<file path="src/rtl/can_txmb_pkg.sv">
package can_txmb_pkg;

    localparam int NUM_MB = 3;
    localparam int IDX_W  = $clog2(NUM_MB);

    // positions inside one mailbox byte
    localparam int B_DONE  = 0;
    localparam int B_OK    = 1;
    localparam int B_ALST  = 2;
    localparam int B_TERR  = 3;
    localparam int B_ABORT = 7;

    // positions in the upper byte of the status word
    localparam int W_CODE_LO  = 24;
    localparam int W_EMPTY_LO = 26;
    localparam int W_LOW_LO   = 29;

    typedef struct packed {
        logic abort;
        logic terr;
        logic alst;
        logic ok;
        logic done;
    } mb_flags_t;

endpackage

</file>
<file path="src/rtl/can_txmb_flags.sv">
module can_txmb_flags
    import can_txmb_pkg::*;
(
    input  logic       clk,
    input  logic       rst_n,
    input  logic       set_done,
    input  logic       set_ok,
    input  logic       set_alst,
    input  logic       set_terr,
    input  logic       pending,
    input  logic       wr_en,
    input  logic [3:0] wr_clr,
    input  logic       wr_abort,
    output logic [7:0] stat_byte,
    output logic       abort_out
);

    mb_flags_t fl_d, fl_q;
    logic [3:0] clr;

    always_comb begin
        clr        = wr_en ? wr_clr : 4'b0000;
        fl_d       = fl_q;
        // hardware set has priority over software clear
        fl_d.done  = (fl_q.done & ~clr[B_DONE]) | set_done;
        fl_d.ok    = (fl_q.ok   & ~clr[B_OK])   | set_ok;
        fl_d.alst  = (fl_q.alst & ~clr[B_ALST]) | set_alst;
        fl_d.terr  = (fl_q.terr & ~clr[B_TERR]) | set_terr;
        // abort is software set-only and exists only while the mailbox is pending
        fl_d.abort = (fl_q.abort | (wr_en & wr_abort)) & pending;
    end

    always_ff @(posedge clk or negedge rst_n) begin
        if (!rst_n) fl_q <= '0;
        else        fl_q <= fl_d;
    end

    assign stat_byte = {fl_q.abort, 3'b000, fl_q.terr, fl_q.alst, fl_q.ok, fl_q.done};
    assign abort_out = fl_q.abort;

    AST_SET_WINS: assert property (@(posedge clk) disable iff (!rst_n)
        set_done |=> fl_q.done);
    AST_CLEAR_NEEDS_ONE: assert property (@(posedge clk) disable iff (!rst_n)
        (fl_q.ok && !(wr_en && wr_clr[B_OK])) |=> fl_q.ok);
    AST_ABORT_HOLDS: assert property (@(posedge clk) disable iff (!rst_n)
        (fl_q.abort && pending) |=> fl_q.abort);
    AST_ABORT_DROPS: assert property (@(posedge clk) disable iff (!rst_n)
        !pending |=> !fl_q.abort);

endmodule

</file>
<file path="src/rtl/can_txmb_rank.sv">
module can_txmb_rank
    import can_txmb_pkg::*;
#(
    parameter int KEY_W = 8
) (
    input  logic                    clk,
    input  logic                    rst_n,
    input  logic [NUM_MB-1:0]       pending,
    input  logic [NUM_MB*KEY_W-1:0] keys,
    output logic [NUM_MB-1:0]       empty_o,
    output logic [NUM_MB-1:0]       low_o,
    output logic [IDX_W-1:0]        code_o
);

    typedef struct packed {
        logic [NUM_MB-1:0] empty;
        logic [NUM_MB-1:0] low;
        logic [IDX_W-1:0]  code;
    } rank_t;

    rank_t r_d, r_q;

    logic [KEY_W-1:0] best_key;
    logic [IDX_W-1:0] best_idx;
    logic             found;
    logic [IDX_W-1:0] free_idx;
    logic             any_free;
    int unsigned      n_pend;

    always_comb begin
        best_key = '0;
        best_idx = '0;
        found    = 1'b0;
        n_pend   = 0;
        for (int i = 0; i < NUM_MB; i++) begin
            if (pending[i]) begin
                n_pend = n_pend + 1;
                // >= hands ties to the higher index
                if (!found || keys[i*KEY_W +: KEY_W] >= best_key) begin
                    best_key = keys[i*KEY_W +: KEY_W];
                    best_idx = IDX_W'(i);
                end
                found = 1'b1;
            end
        end

        free_idx = '0;
        any_free = 1'b0;
        for (int i = NUM_MB-1; i >= 0; i--) begin
            if (!pending[i]) begin
                free_idx = IDX_W'(i);
                any_free = 1'b1;
            end
        end

        r_d       = r_q;
        r_d.empty = ~pending;
        r_d.low   = '0;
        if (n_pend >= 2) r_d.low[best_idx] = 1'b1;
        r_d.code  = any_free ? free_idx : best_idx;
    end

    always_ff @(posedge clk or negedge rst_n) begin
        if (!rst_n) begin
            r_q.empty <= '1;
            r_q.low   <= '0;
            r_q.code  <= '0;
        end else begin
            r_q <= r_d;
        end
    end

    assign empty_o = r_q.empty;
    assign low_o   = r_q.low;
    assign code_o  = r_q.code;

    AST_LOW_ONEHOT: assert property (@(posedge clk) disable iff (!rst_n)
        $onehot0(r_q.low));
    AST_LOW_NOT_EMPTY: assert property (@(posedge clk) disable iff (!rst_n)
        (r_q.low & r_q.empty) == '0);
    AST_LOW_NEEDS_TWO: assert property (@(posedge clk) disable iff (!rst_n)
        ($countones(~r_q.empty) < 2) |-> (r_q.low == '0));
    AST_CODE_FREE: assert property (@(posedge clk) disable iff (!rst_n)
        (r_q.empty != '0) |-> (((r_q.empty >> r_q.code) & 1) != '0));

endmodule

</file>
<file path="src/rtl/can_txmb_status.sv">
module can_txmb_status
    import can_txmb_pkg::*;
#(
    parameter int KEY_W = 8
) (
    input  logic               clk,
    input  logic               rst_n,
    input  logic [2:0]         evt_done,
    input  logic [2:0]         evt_ok,
    input  logic [2:0]         evt_alst,
    input  logic [2:0]         evt_terr,
    input  logic [2:0]         mb_pending,
    input  logic [3*KEY_W-1:0] mb_key,
    input  logic               wr_en,
    input  logic [31:0]        wr_data,
    output logic [31:0]        status_word,
    output logic [2:0]         abort_req
);

    logic [NUM_MB-1:0] empty_q, low_q;
    logic [IDX_W-1:0]  code_q;
    logic [7:0]        mb_byte [NUM_MB];
    logic              unused_wr;

    assign unused_wr = ^{wr_data[31:24], wr_data[22:20], wr_data[14:12], wr_data[6:4]};

    for (genvar m = 0; m < NUM_MB; m++) begin : g_mb
        can_txmb_flags u_flags (
            .clk       (clk),
            .rst_n     (rst_n),
            .set_done  (evt_done[m]),
            .set_ok    (evt_ok[m]),
            .set_alst  (evt_alst[m]),
            .set_terr  (evt_terr[m]),
            .pending   (mb_pending[m]),
            .wr_en     (wr_en),
            .wr_clr    (wr_data[8*m +: 4]),
            .wr_abort  (wr_data[8*m + B_ABORT]),
            .stat_byte (mb_byte[m]),
            .abort_out (abort_req[m])
        );
    end

    can_txmb_rank #(.KEY_W(KEY_W)) u_rank (
        .clk     (clk),
        .rst_n   (rst_n),
        .pending (mb_pending),
        .keys    (mb_key),
        .empty_o (empty_q),
        .low_o   (low_q),
        .code_o  (code_q)
    );

    always_comb begin
        status_word = '0;
        for (int m = 0; m < NUM_MB; m++) begin
            status_word[8*m +: 8]       = mb_byte[m];
            status_word[W_EMPTY_LO + m] = empty_q[m];
            status_word[W_LOW_LO + m]   = low_q[m];
        end
        status_word[W_CODE_LO +: IDX_W] = code_q;
    end

endmodule

</file>
<file path="config.mk">
export PLATFORM = sky130hd
export DESIGN_NAME = can_txmb_status
export DESIGN_NICKNAME = d
export VERILOG_FILES = /design/src/rtl/can_txmb_pkg.sv /design/src/rtl/can_txmb_flags.sv /design/src/rtl/can_txmb_rank.sv /design/src/rtl/can_txmb_status.sv
export SDC_FILE = /design/constraint.sdc
export NUM_CORES = 1
export LEC_CHECK = 0
export ABC_CLOCK_PERIOD_IN_PS = 1900
export BUFFER_PORTS_ARGS = -buffer_cell sky130_fd_sc_hd__buf_2
export CORE_ASPECT_RATIO = 0.6
export CORE_MARGIN = 2
export CORE_UTILIZATION = 32
export CTS_BUF_LIST = sky130_fd_sc_hd__clkbuf_2
export DETAILED_ROUTE_END_ITERATION = 8
export PLACE_DENSITY_LB_ADDON = 0.12
export REMOVE_ABC_BUFFERS = 1
export SLEW_MARGIN = 0
export SYNTH_ARGS = -nofsm -noshare
export SYNTH_HDL_FRONTEND = slang
export SYNTH_SLANG_ARGS = --single-unit
</file>
<file path="constraint.sdc">
create_clock -name clk -period 1.9 [get_ports clk]
set_input_delay 0.19 -clock clk [delete_from_list [all_inputs] [get_ports clk]]
set_output_delay 0.19 -clock clk [all_outputs]
set_load 0.02 [all_outputs]
</file>
Word-level counts from Yosys, hierarchy flattened:

Index checks and enable logic that the tools add are counted.

* add/subtract/negate cells: 2
* magnitude comparators: 5
* muxes and demuxes: 25
* bitwise logic cells: 46
* reductions and logical operators: 5

Operator list (count)
* $mux 32: 2
* $add 32x1->32 const B: 1
* $ge 32x2->1 const B: 1
* $mux 8: 3
* $and 1x1->1: 18
* $ge 8x8->1: 2
* $or 1x1->1: 15
* $mux 2: 7
* $mux 4: 3
* $not 1->1: 12
* $mux 1: 8
* $lt 2x3->1 const B: 1
* $mux 3: 1
* $not 3->3: 1
* $add 1x1->2 const B: 1
* $demux 1 s2: 1
* $ge 2x1->1 const B: 1
* $logic_not 1->1: 2
* $logic_or 1x1->1: 2
* $logic_and 1x1->1: 1

* flip-flop bits (word level): 23
* input bits: 74
* output and inout port bits: 35
* word-level logic and storage cells: 101

Logic depth before layout (Yosys ltp):

Gate-level depths: netlist of run 1.

* word-level depth: 14
* depth in mapped cells: 13
* gate-level depth less buffers: 11

Modules after synthesis:

From an unflattened synthesis of run 1, not the netlist that was laid out.

* cell total of the unflattened synthesis: 145
* area, all modules: 1521.5 um^2

Modules (own cells, without submodules)
* can_txmb_rank: instances 1, cells an instance 85, area each 875.8 um^2, seq. area each 203.9 um^2
* can_txmb_flags: instances 3, cells an instance 20, area each 215.2 um^2, seq. area each 125.1 um^2

Worst setup path after synthesis of run 1:

Ideal clock, no wire load.

* kind: input -> register
* start point: input mb_pending[0]
* end point: register u_rank.r_q (netlist bit u_rank.code_o[1])
* library setup time: 0.120 ns
* arrival time: 2.886 ns
* required time: 1.780 ns
* setup slack: -1.105 ns
* stages: 13
* buffers on the path: 2
* cells stage by stage: clkbuf_1 -> nand2_1 -> ha_1 -> and3_4 -> a221o_1 -> a22oi_2 -> buf_6 -> mux2_4 -> ha_1 -> a21o_1 -> a31oi_1 -> o211ai_1 -> and3_1

RTL lines
* from (decl): RTL line can_txmb_status.sv:12 `input logic [2:0] mb_pending,`
* to (signal assigned): RTL line can_txmb_rank.sv:69 `r_q <= r_d;`
* to (decl): RTL line can_txmb_rank.sv:21 `rank_t r_d, r_q;`

==> impl_metrics.tcl, run 1 <==
set metrics [dict create \
    status "complete, but fails checks" \
    violations "setup timing" \
    avgSynthCellArea_sq_um 10.0 \
    clock_sinks 23 \
    slew_headroom 0.656 \
    grt_pass1_vias 1259 \
    yosysSeqAreaShare 0.380 \
    core_region_area_sq_um 4560 \
    die_w_um 93.1 \
    gp_congestion 0.737 \
    layout_min_cycle_time_ns 2.43 \
    area_growth_pct 56.0 \
    synthArstFlopShare 1.00 \
    start_kind "input pin" \
    p_leak_nw 1.26 \
    ys_ff_latch 23 \
    grt_max_degree 24 \
    drc 0 \
    fp.dieArea_sq_um 5340 \
    grt.overflow.total 0 \
    synth_warnings 0 \
    timing_hold_violations_final 0 \
    end_kind "register" \
    rows 19 \
    max_stage_delay_ns 0.35 \
    via_per_inst 4.22 \
    crit_top_cell "ha_4" \
    maxCapViolCount 0 \
    preCtsSetupSlack_ns -1.23 \
    layout_commonest_cell "buf_2" \
    crit_type "in -> reg" \
    cts_root_buffer "clkbuf_2" \
    wl_met2_um 1660 \
    grt_pass1_wl_um 5770 \
    hold_slack_ns 0.0309 \
    synth_edf_count 0 \
    boundaryPins 109 \
    routed_wl_um 3680 \
    yosys.area.top_type "dfrtp_1" \
    worst_ep_required_time_ns 2.16 \
    numCtsBuffers 3 \
    setup_viol 5 \
    worst_path_max_delay_cell "a221o_1" \
    hpwlAfterDp_um 2840 \
    ys.flop_type "dfrtp_1" \
    die_h_um 57.4 \
    grt_usage 0.137 \
    setup_ws_ns -0.534 \
    powerDensity_nw_per_um2 512 \
    vias 1363 \
    netlist_top_cells_area "dfrtp_1, ha_1, a21o_1, buf_4, mux2_4" \
    netlist_area_sq_um 1520 \
    wire_per_inst_um 11.4 \
    crit_arrival_ns 2.70 \
    post-route-period-util 1.28 \
    route.met3.wl_um 196 \
    met1_length_um 1810 \
    cp_max_fo 6 \
    drt-pass1-iter-count 2 \
    ant_nets 0 \
    drive_above_1_share 0.535 \
    clkTransAtPathRegs_ns 0.23 \
    cts_htree_levels 1 \
    holdCritPathClass "in -> reg" \
    synth_cells 152 \
    total_power_w 0.00122 \
    port_buffers 82 \
    antenna_found_initial 0 \
    yosys.area.top_type_share 0.329 \
    critPathTopFamily "compound AO/OA/AOI/OAI gates" \
    tritoncts "yes" \
    yosysUniqueCellTypes 31 \
    maxUsedRoutingLayer "met4" \
    crit_buf_inv 2 \
    start_util 0.334 \
    rsz0062_at_grt "yes" \
    initialDrtViolationCount 25 \
    nets 354 \
    layout_common_cells "buf_2, nand2_1, buf_4" \
    fmax_mhz 411 \
    clock_latency_ns 0.31 \
    tightest_slew_ns 0.517 \
    clk_path_buf_depth 2 \
    vdd_ir_drop_max_mv 0.277 \
    cp_cell_sequence "buf_12 > nand2_4 > ha_4 > and3_4 > a221o_1 > a22oi_2 > buf_6 > mux2_4 > ha_4 > a21o_1 > a31oi_4 > o211ai_1 > and3_1" \
    drv_slew 0 \
    antennaDiodeCount 0 \
    fin_skew_ns 0 \
]
kinds of logic after synthesis:
logic type,share of synthesized area
simple gates,0.121
compound gates,0.148
buf+inv,0.116
flops,0.380
fa+ha+maj,0.156
mux,0.0764
other cells,0.00246
path summary, 6_finish.rpt:
check | slack [ns] | start | endpoint | cells after the start
max in group asynchronous | 1.19 | rst_n | u_rank.empty_o[0] | 2
min in group asynchronous | 0.32 | rst_n | g_mb[0].u_flags.stat_byte[2] | 2
min | 0.03 | evt_terr[0] | g_mb[0].u_flags.stat_byte[3] | 2
max | -0.53 | mb_pending[0] | u_rank.code_o[1] | 13
min reg2reg | 0.50 | g_mb[0].u_flags.stat_byte[3] | g_mb[0].u_flags.stat_byte[3] | 1
max reg2reg | 1.22 | g_mb[2].u_flags.abort_out | g_mb[2].u_flags.abort_out | 2
Yosys cell counts, types with 2 or more instances:
library cell / number
dfstp_2: 3
clkbuf_1: 2
dfrtp_1: 20
nor2_1: 4
o211ai_1: 2
a21o_1: 15
nand3_1: 2
and2_1: 2
buf_4: 15
and3_1: 2
nand2_1: 25
inv_1: 12
ha_1: 19
nand2b_1: 2
mux2_4: 7
a21oi_1: 5
stage by stage:
step	instance area (sq um)	util	instances	TNS (ns)
after floorplan	1420	-	142	-4.87
after global placement	2060	0.451	307	-5.53
after detailed placement	2060	0.451	307	-5.89
after CTS	2330	0.510	321	-2.70
after global routing	2370	0.520	323	-2.80
final	2370	0.520	323	-2.51
where the power goes:
part / leakage (nW) / internal [W] / total (W) / switching [W]
registers: 0.257 / 0.000525 / 0.000538 / 0.0000132
clock network: 0.0164 / 0.0000477 / 0.000193 / 0.000146
logic: 0.982 / 0.000246 / 0.000485 / 0.000239
total: 1.26 / 0.000819 / 0.00122 / 0.000398
final cells by class:
class	count	area, sq um
Fill cell	424	2190
Multi-Input combinational cell	107	956
Timing Repair Buffer	114	696
Sequential cell	23	579
Tap cell	63	78.8
Inverter	12	45.0
Clock buffer	3	15.0
Clock inverter	1	5.00
registers in the layout, indices dropped and copies added (netlist names):
name / count
g_mb.u_flags.stat_byte: 12
g_mb.u_flags.abort_out: 3
u_rank.empty_o: 3
u_rank.low_o: 3
u_rank.code_o: 2
layer usage:
layer / vias up / global-route usage
met5: - / 0
met4: 0 / 0.0189
met3: 2 / 0.0343
met2: 43 / 0.229
met1: 607 / 0.188
li1: 711 / -
what timing repair did:
| item | 4_1_cts | 5_1_grt |
|---|---|---|
| endpoints found under the hold margin | 28 | 0 |
| gates cloned | 0 | 0 |
| resized for setup | 22 | 6 |
| setup endpoints to repair | 5 | 5 |
| setup buffers | 1 | 2 |
| hold buffers | 9 | 0 |
| pin swaps | 15 | 15 |
(Power assumes the default switching activity.)
==> inputs of run 2 (changes only) <==
--- a/config.mk
+++ b/config.mk
@@ -9,7 +9,7 @@
 export BUFFER_PORTS_ARGS = -buffer_cell sky130_fd_sc_hd__buf_2
 export CORE_ASPECT_RATIO = 0.6
 export CORE_MARGIN = 2
-export CORE_UTILIZATION = 32
+export CORE_UTILIZATION = 38
 export CTS_BUF_LIST = sky130_fd_sc_hd__clkbuf_2
 export DETAILED_ROUTE_END_ITERATION = 8
 export PLACE_DENSITY_LB_ADDON = 0.12
==> run 2 against run 1 <==
The flow finishes with violations (DRC, setup timing). Core utilization is 11 points higher. Sequential power is essentially flat. Clock-buffer cell count is the same. Critical endpoint unchanged.
==> impl_metrics.tcl, run 2 (synthesis results as in run 1) <==
set metrics [dict create \
    status "complete, but fails checks" \
    violations "DRC, setup timing" \
    die_w_um 85.7 \
    start_kind "input pin" \
    vdd_ir_drop_max_mv 0.313 \
    clock_sinks 23 \
    fin_setup_tns_ns -2.77 \
    holdCritPathClass "in -> reg" \
    clkTransAtPathRegs_ns 0.20 \
    timing_hold_violations_final 0 \
    reg2reg_slack_ns 1.21 \
    setup_ws_ns -0.610 \
    nFillCells 334 \
    ant_nets 0 \
    drive_above_1_share 0.531 \
    grt_pass1_vias 1187 \
    rr_startpoint "g_mb[1].u_flags.abort_out" \
    vias 1353 \
    gp_congestion 0.768 \
    layout_common_cells "buf_2, nand2_1, dfrtp_1" \
    via_per_inst 4.44 \
    final_area_sq_um 2360 \
    area_growth_pct 54.7 \
    numCtsBuffers 3 \
    fp.dieArea_sq_um 4550 \
    crit_arrival_ns 2.79 \
    r2r-end "g_mb[1].u_flags.abort_out" \
    powerDensity_nw_per_um2 515 \
    layout_min_cycle_time_ns 2.51 \
    antenna_found_initial 0 \
    fin_skew_ns 0 \
    nets 352 \
    grt_pass1_wl_um 5290 \
    cts_htree_levels 1 \
    worstHoldEndpoint "g_mb[1].u_flags.stat_byte[0]" \
    layout_commonest_cell "buf_2" \
    die_h_um 53.0 \
    largest_reg_flops 12 \
    maxCapViolCount 0 \
    drt-pass1-iter-count 7 \
    min-delay-start "evt_done[1]" \
    p_leak_nw 1.26 \
    fmax_mhz 398 \
    initialDrtViolationCount 32 \
    grt_max_degree 24 \
    post-route-period-util 1.32 \
    wire_per_inst_um 11.4 \
    grt_usage 0.152 \
    end_kind "register" \
    worst_ep_required_time_ns 2.18 \
    tritoncts "yes" \
    setup_viol 5 \
    clk_path_buf_depth 2 \
    drv_slew 0 \
    holdPathStages 2 \
    hold_slack_ns 0.0252 \
    boundaryPins 109 \
    grt.overflow.total 0 \
    routed_wl_um 3490 \
    reg2regPathDepth 2 \
    antennaDiodeCount 0 \
    start_util 0.404 \
    cts_root_buffer "clkbuf_2" \
    rows 17 \
    core_region_area_sq_um 3760 \
    clock_latency_ns 0.32 \
    rsz0062_at_grt "yes" \
    cp_max_fo 5 \
    port_buffers 82 \
    crit_type "in -> reg" \
    utilization 0.626 \
    drc 4 \
    place_area_sq_um 2030 \
    hpwlAfterDp_um 2740 \
]
-- run 2: cell type report --
| type | instances | area [sq um] | share of cell area |
|---|---|---|---|
| clock inverters | 1 | 5.00 | 0.00212 |
| flip-flops and latches | 23 | 579 | 0.246 |
| well taps | 47 | 58.8 | 0.0250 |
| inverters | 12 | 45.0 | 0.0191 |
| multi-input cells | 107 | 966 | 0.410 |
| repair buffers | 112 | 687 | 0.292 |
| clock buffers | 3 | 15.0 | 0.00637 |
-- run 2: repair_timing --
| item | in CTS | in global routing |
|---|---|---|
| hold endpoints to repair | 20 | 9 |
| pin swaps | 15 | 7 |
| resized for setup | 25 | 8 |
| buffers inserted | 2 | 0 |
| endpoints found under the setup margin | 5 | 5 |
| hold buffers | 1 | 9 |
-- run 2: critical path, stage by stage --
cell	delay, ns
buf_12	0.12
nand2_4	0.07
ha_4	0.19
and3_4	0.17
a221o_1	0.36
a22oi_2	0.16
buf_4	0.17
buf_6	0.11
mux2_4	0.31
ha_4	0.26
and4_1	0.17
nand2_1	0.06
o211ai_1	0.25
and3_1	0.21
-- run 2: worst max path at each step --
stage	startpoint	endpoint	slack [ns]	cells past startpoint
2_1_floorplan	mb_key[7]	u_rank.code_o[1]	-1.06	11
3_3_place_gp	mb_pending[0]	u_rank.code_o[1]	-1.20	14
3_5_place_dp	mb_pending[0]	u_rank.code_o[1]	-1.21	14
4_1_cts	mb_pending[0]	u_rank.code_o[1]	-0.60	15
5_1_grt	mb_pending[0]	u_rank.code_o[1]	-0.69	15
6_report	mb_pending[0]	u_rank.code_o[1]	-0.61	14
-- run 2: power by group --
part	switching, W	leakage, nW	total [W]	internal [W]
clock	0.000138	0.0164	0.000185	0.0000477
sequential	0.0000136	0.257	0.000538	0.000525
combinational	0.000239	0.983	0.000489	0.000250
total	0.000390	1.26	0.00121	0.000823
-- run 2: metrics by stage --
step           instances  setup slack (ns)  total power, W
2_1_floorplan        142             -1.06        0.000762
5_1_grt              305            -0.685         0.00130
4_1_cts              297            -0.603         0.00120
3_5_place_dp         290             -1.21        0.000951
6_report             305            -0.610         0.00121
3_3_place_gp         290             -1.20        0.000949
-- run 2: routing by layer --
metal | routed length, um | global-route usage
met5 | 0 | 0
met4 | 0 | 0.0238
met3 | 192 | 0.0374
met2 | 1550 | 0.237
met1 | 1740 | 0.218
==> inputs of run 3 (changes only) <==
--- a/config.mk
+++ b/config.mk
@@ -7,13 +7,16 @@
 export LEC_CHECK = 0
 export ABC_CLOCK_PERIOD_IN_PS = 1900
 export BUFFER_PORTS_ARGS = -buffer_cell sky130_fd_sc_hd__buf_2
+export CELL_PAD_IN_SITES_DETAIL_PLACEMENT = 0
+export CELL_PAD_IN_SITES_GLOBAL_PLACEMENT = 1
 export CORE_ASPECT_RATIO = 0.6
 export CORE_MARGIN = 2
-export CORE_UTILIZATION = 38
+export CORE_UTILIZATION = 32
 export CTS_BUF_LIST = sky130_fd_sc_hd__clkbuf_2
 export DETAILED_ROUTE_END_ITERATION = 8
 export PLACE_DENSITY_LB_ADDON = 0.12
 export REMOVE_ABC_BUFFERS = 1
+export SKIP_LAST_GASP = 1
 export SLEW_MARGIN = 0
 export SYNTH_ARGS = -nofsm -noshare
 export SYNTH_HDL_FRONTEND = slang
==> run 3 against run 2 <==
The run ends with setup timing left. Core utilization fell by 8.7 points. Sequential cell count did not move. Via count rose by 5.9%. Total power rose by 3.0%. Final area rose by 4.3%. Combinational power rose by 5.9%. Final cell count rose by 6.6%. Largest power group unchanged. Highest routed layer is now met4.
==> impl_metrics.tcl, run 3 (synthesis results as in run 1) <==
set metrics [dict create \
    grt_usage 0.146 \
    hpwlAfterDp_um 3080 \
    final_area_sq_um 2460 \
    start_kind "input pin" \
    fmax_mhz 401 \
    clock_latency_ns 0.32 \
    setup_viol 5 \
    rows 19 \
    p_leak_nw 1.28 \
    vdd_ir_drop_max_mv 0.333 \
    preCtsSetupSlack_ns -1.23 \
    powerDensity_nw_per_um2 508 \
    end_kind "register" \
    setup_ws_ns -0.593 \
    layout_min_cycle_time_ns 2.49 \
    cp_max_fo 6 \
    drt-pass1-iter-count 4 \
    vias 1433 \
    cts_htree_levels 1 \
    largest_reg_flops 12 \
    grt_pass1_wl_um 6180 \
    drive_above_1_share 0.531 \
    fp.dieArea_sq_um 5340 \
    multiInputGateArea_sq_um 990 \
    start_util 0.334 \
    post-route-period-util 1.31 \
    boundaryPins 109 \
    place_area_sq_um 2050 \
    timing_hold_violations_final 0 \
    fin_skew_ns 0 \
    clkTransAtPathRegs_ns 0.22 \
    nets 356 \
    clock_sinks 23 \
    antenna_found_initial 0 \
    status "complete, but fails checks" \
    grt_max_degree 24 \
    regArea_sq_um 579 \
    gp_congestion 0.821 \
    violations "setup timing" \
    tightest_slew_ns 0.504 \
    slew_headroom 0.664 \
    drc 0 \
    port_buffers 82 \
    layout_commonest_cell "buf_2" \
    initialDrtViolationCount 30 \
    die_h_um 57.4 \
    area_growth_pct 61.4 \
    cts_root_buffer "clkbuf_2" \
    grt.overflow.total 0 \
    ant_nets 0 \
    maxCapViolCount 0 \
    die_w_um 93.1 \
    routed_wl_um 3940 \
    numCtsBuffers 3 \
    drv_slew 0 \
    clk_path_buf_depth 2 \
    wire_per_inst_um 12.1 \
    worst_ep_required_time_ns 2.19 \
    antennaDiodeCount 0 \
    hold_slack_ns 0.0301 \
    crit_arrival_ns 2.79 \
    holdCritPathClass "in -> reg" \
    nFillCells 425 \
    core_region_area_sq_um 4560 \
    crit_type "in -> reg" \
    tritoncts "yes" \
    rsz0062_at_grt "yes" \
    grt_pass1_vias 1387 \
    via_per_inst 4.41 \
    layout_common_cells "buf_2, nand2_1, dfrtp_1" \
]
-- run 3: cell count changes in the layout (fill, tap and decap cells not counted), moves of 2 or more --
cell	before	now
buf_2	81	78
buf_6	1	7
dlygate4sd3_1	10	12
nand2_4	3	1
nand2_8	0	2
-- run 3: final timing paths --
check | startpoint | endpoint | slack (ns) | cells after the start
setup / recovery | mb_pending[0] | u_rank.code_o[1] | -0.59 | 15
hold / removal | evt_alst[0] | g_mb[0].u_flags.stat_byte[2] | 0.03 | 2
setup reg to reg | g_mb[1].u_flags.abort_out | g_mb[1].u_flags.abort_out | 1.21 | 2
hold reg to reg | g_mb[1].u_flags.stat_byte[1] | g_mb[1].u_flags.stat_byte[1] | 0.50 | 1
max in group asynchronous | rst_n | u_rank.empty_o[0] | 1.20 | 2
min in group asynchronous | rst_n | g_mb[0].u_flags.stat_byte[1] | 0.32 | 2
-- run 3: timing repair --
action | in CTS | in global routing
setup buffers | 5 | 0
hold buffers | 8 | 4
resized for setup | 31 | 7
hold endpoints to repair | 27 | 4
endpoints found under the setup margin | 5 | 5
pin swaps | 24 | 15
-- run 3: report_power, final --
part,internal [W],switching (W),total (W)
combinational,0.000269,0.000250,0.000518
sequential,0.000525,0.0000138,0.000539
clock,0.0000477,0.000144,0.000191
total,0.000841,0.000407,0.00125
-- run 3: metal layers --
metal	global-route usage	part of all wire	up-vias
met5	0	0	-
met4	0.0126	0.0015	0
met3	0.0277	0.061	2
met2	0.270	0.49	54
met1	0.187	0.44	663
li1	-	-	714
-- run 3: cell type report --
| cell class | count | area share |
|---|---|---|
| timing repair buffer | 116 | 0.303 |
| clock inverter | 1 | 0.00204 |
| clock buffer | 3 | 0.00611 |
| sequential | 23 | 0.236 |
| multi-input combinational | 107 | 0.403 |
| tap | 63 | 0.0321 |
| inverter | 12 | 0.0183 |
-- run 3: critical path, stage by stage --
cell and delay [ns]:
buf_12 0.12, buf_6 0.13, and2_4 0.14, ha_4 0.23, nor3b_2 0.16, o21ai_1 0.09
a22oi_2 0.19, buf_4 0.17, buf_6 0.10, mux2_4 0.30, ha_4 0.27, and4_1 0.20
nand2_2 0.06, o211ai_1 0.22, and3_1 0.19
-- run 3: metrics by stage --
| stage | std cells | setup TNS, ns | total power (W) | util |
|---|---|---|---|---|
| 2_1_floorplan | 142 | -4.87 | 0.000762 | - |
| 3_3_place_gp | 305 | -5.46 | 0.000943 | 0.448 |
| 3_5_place_dp | 305 | -5.95 | 0.000954 | 0.448 |
| 4_1_cts | 322 | -2.71 | 0.00124 | 0.524 |
| 5_1_grt | 325 | -3.29 | 0.00133 | 0.538 |
| 6_report | 325 | -2.85 | 0.00125 | 0.538 |
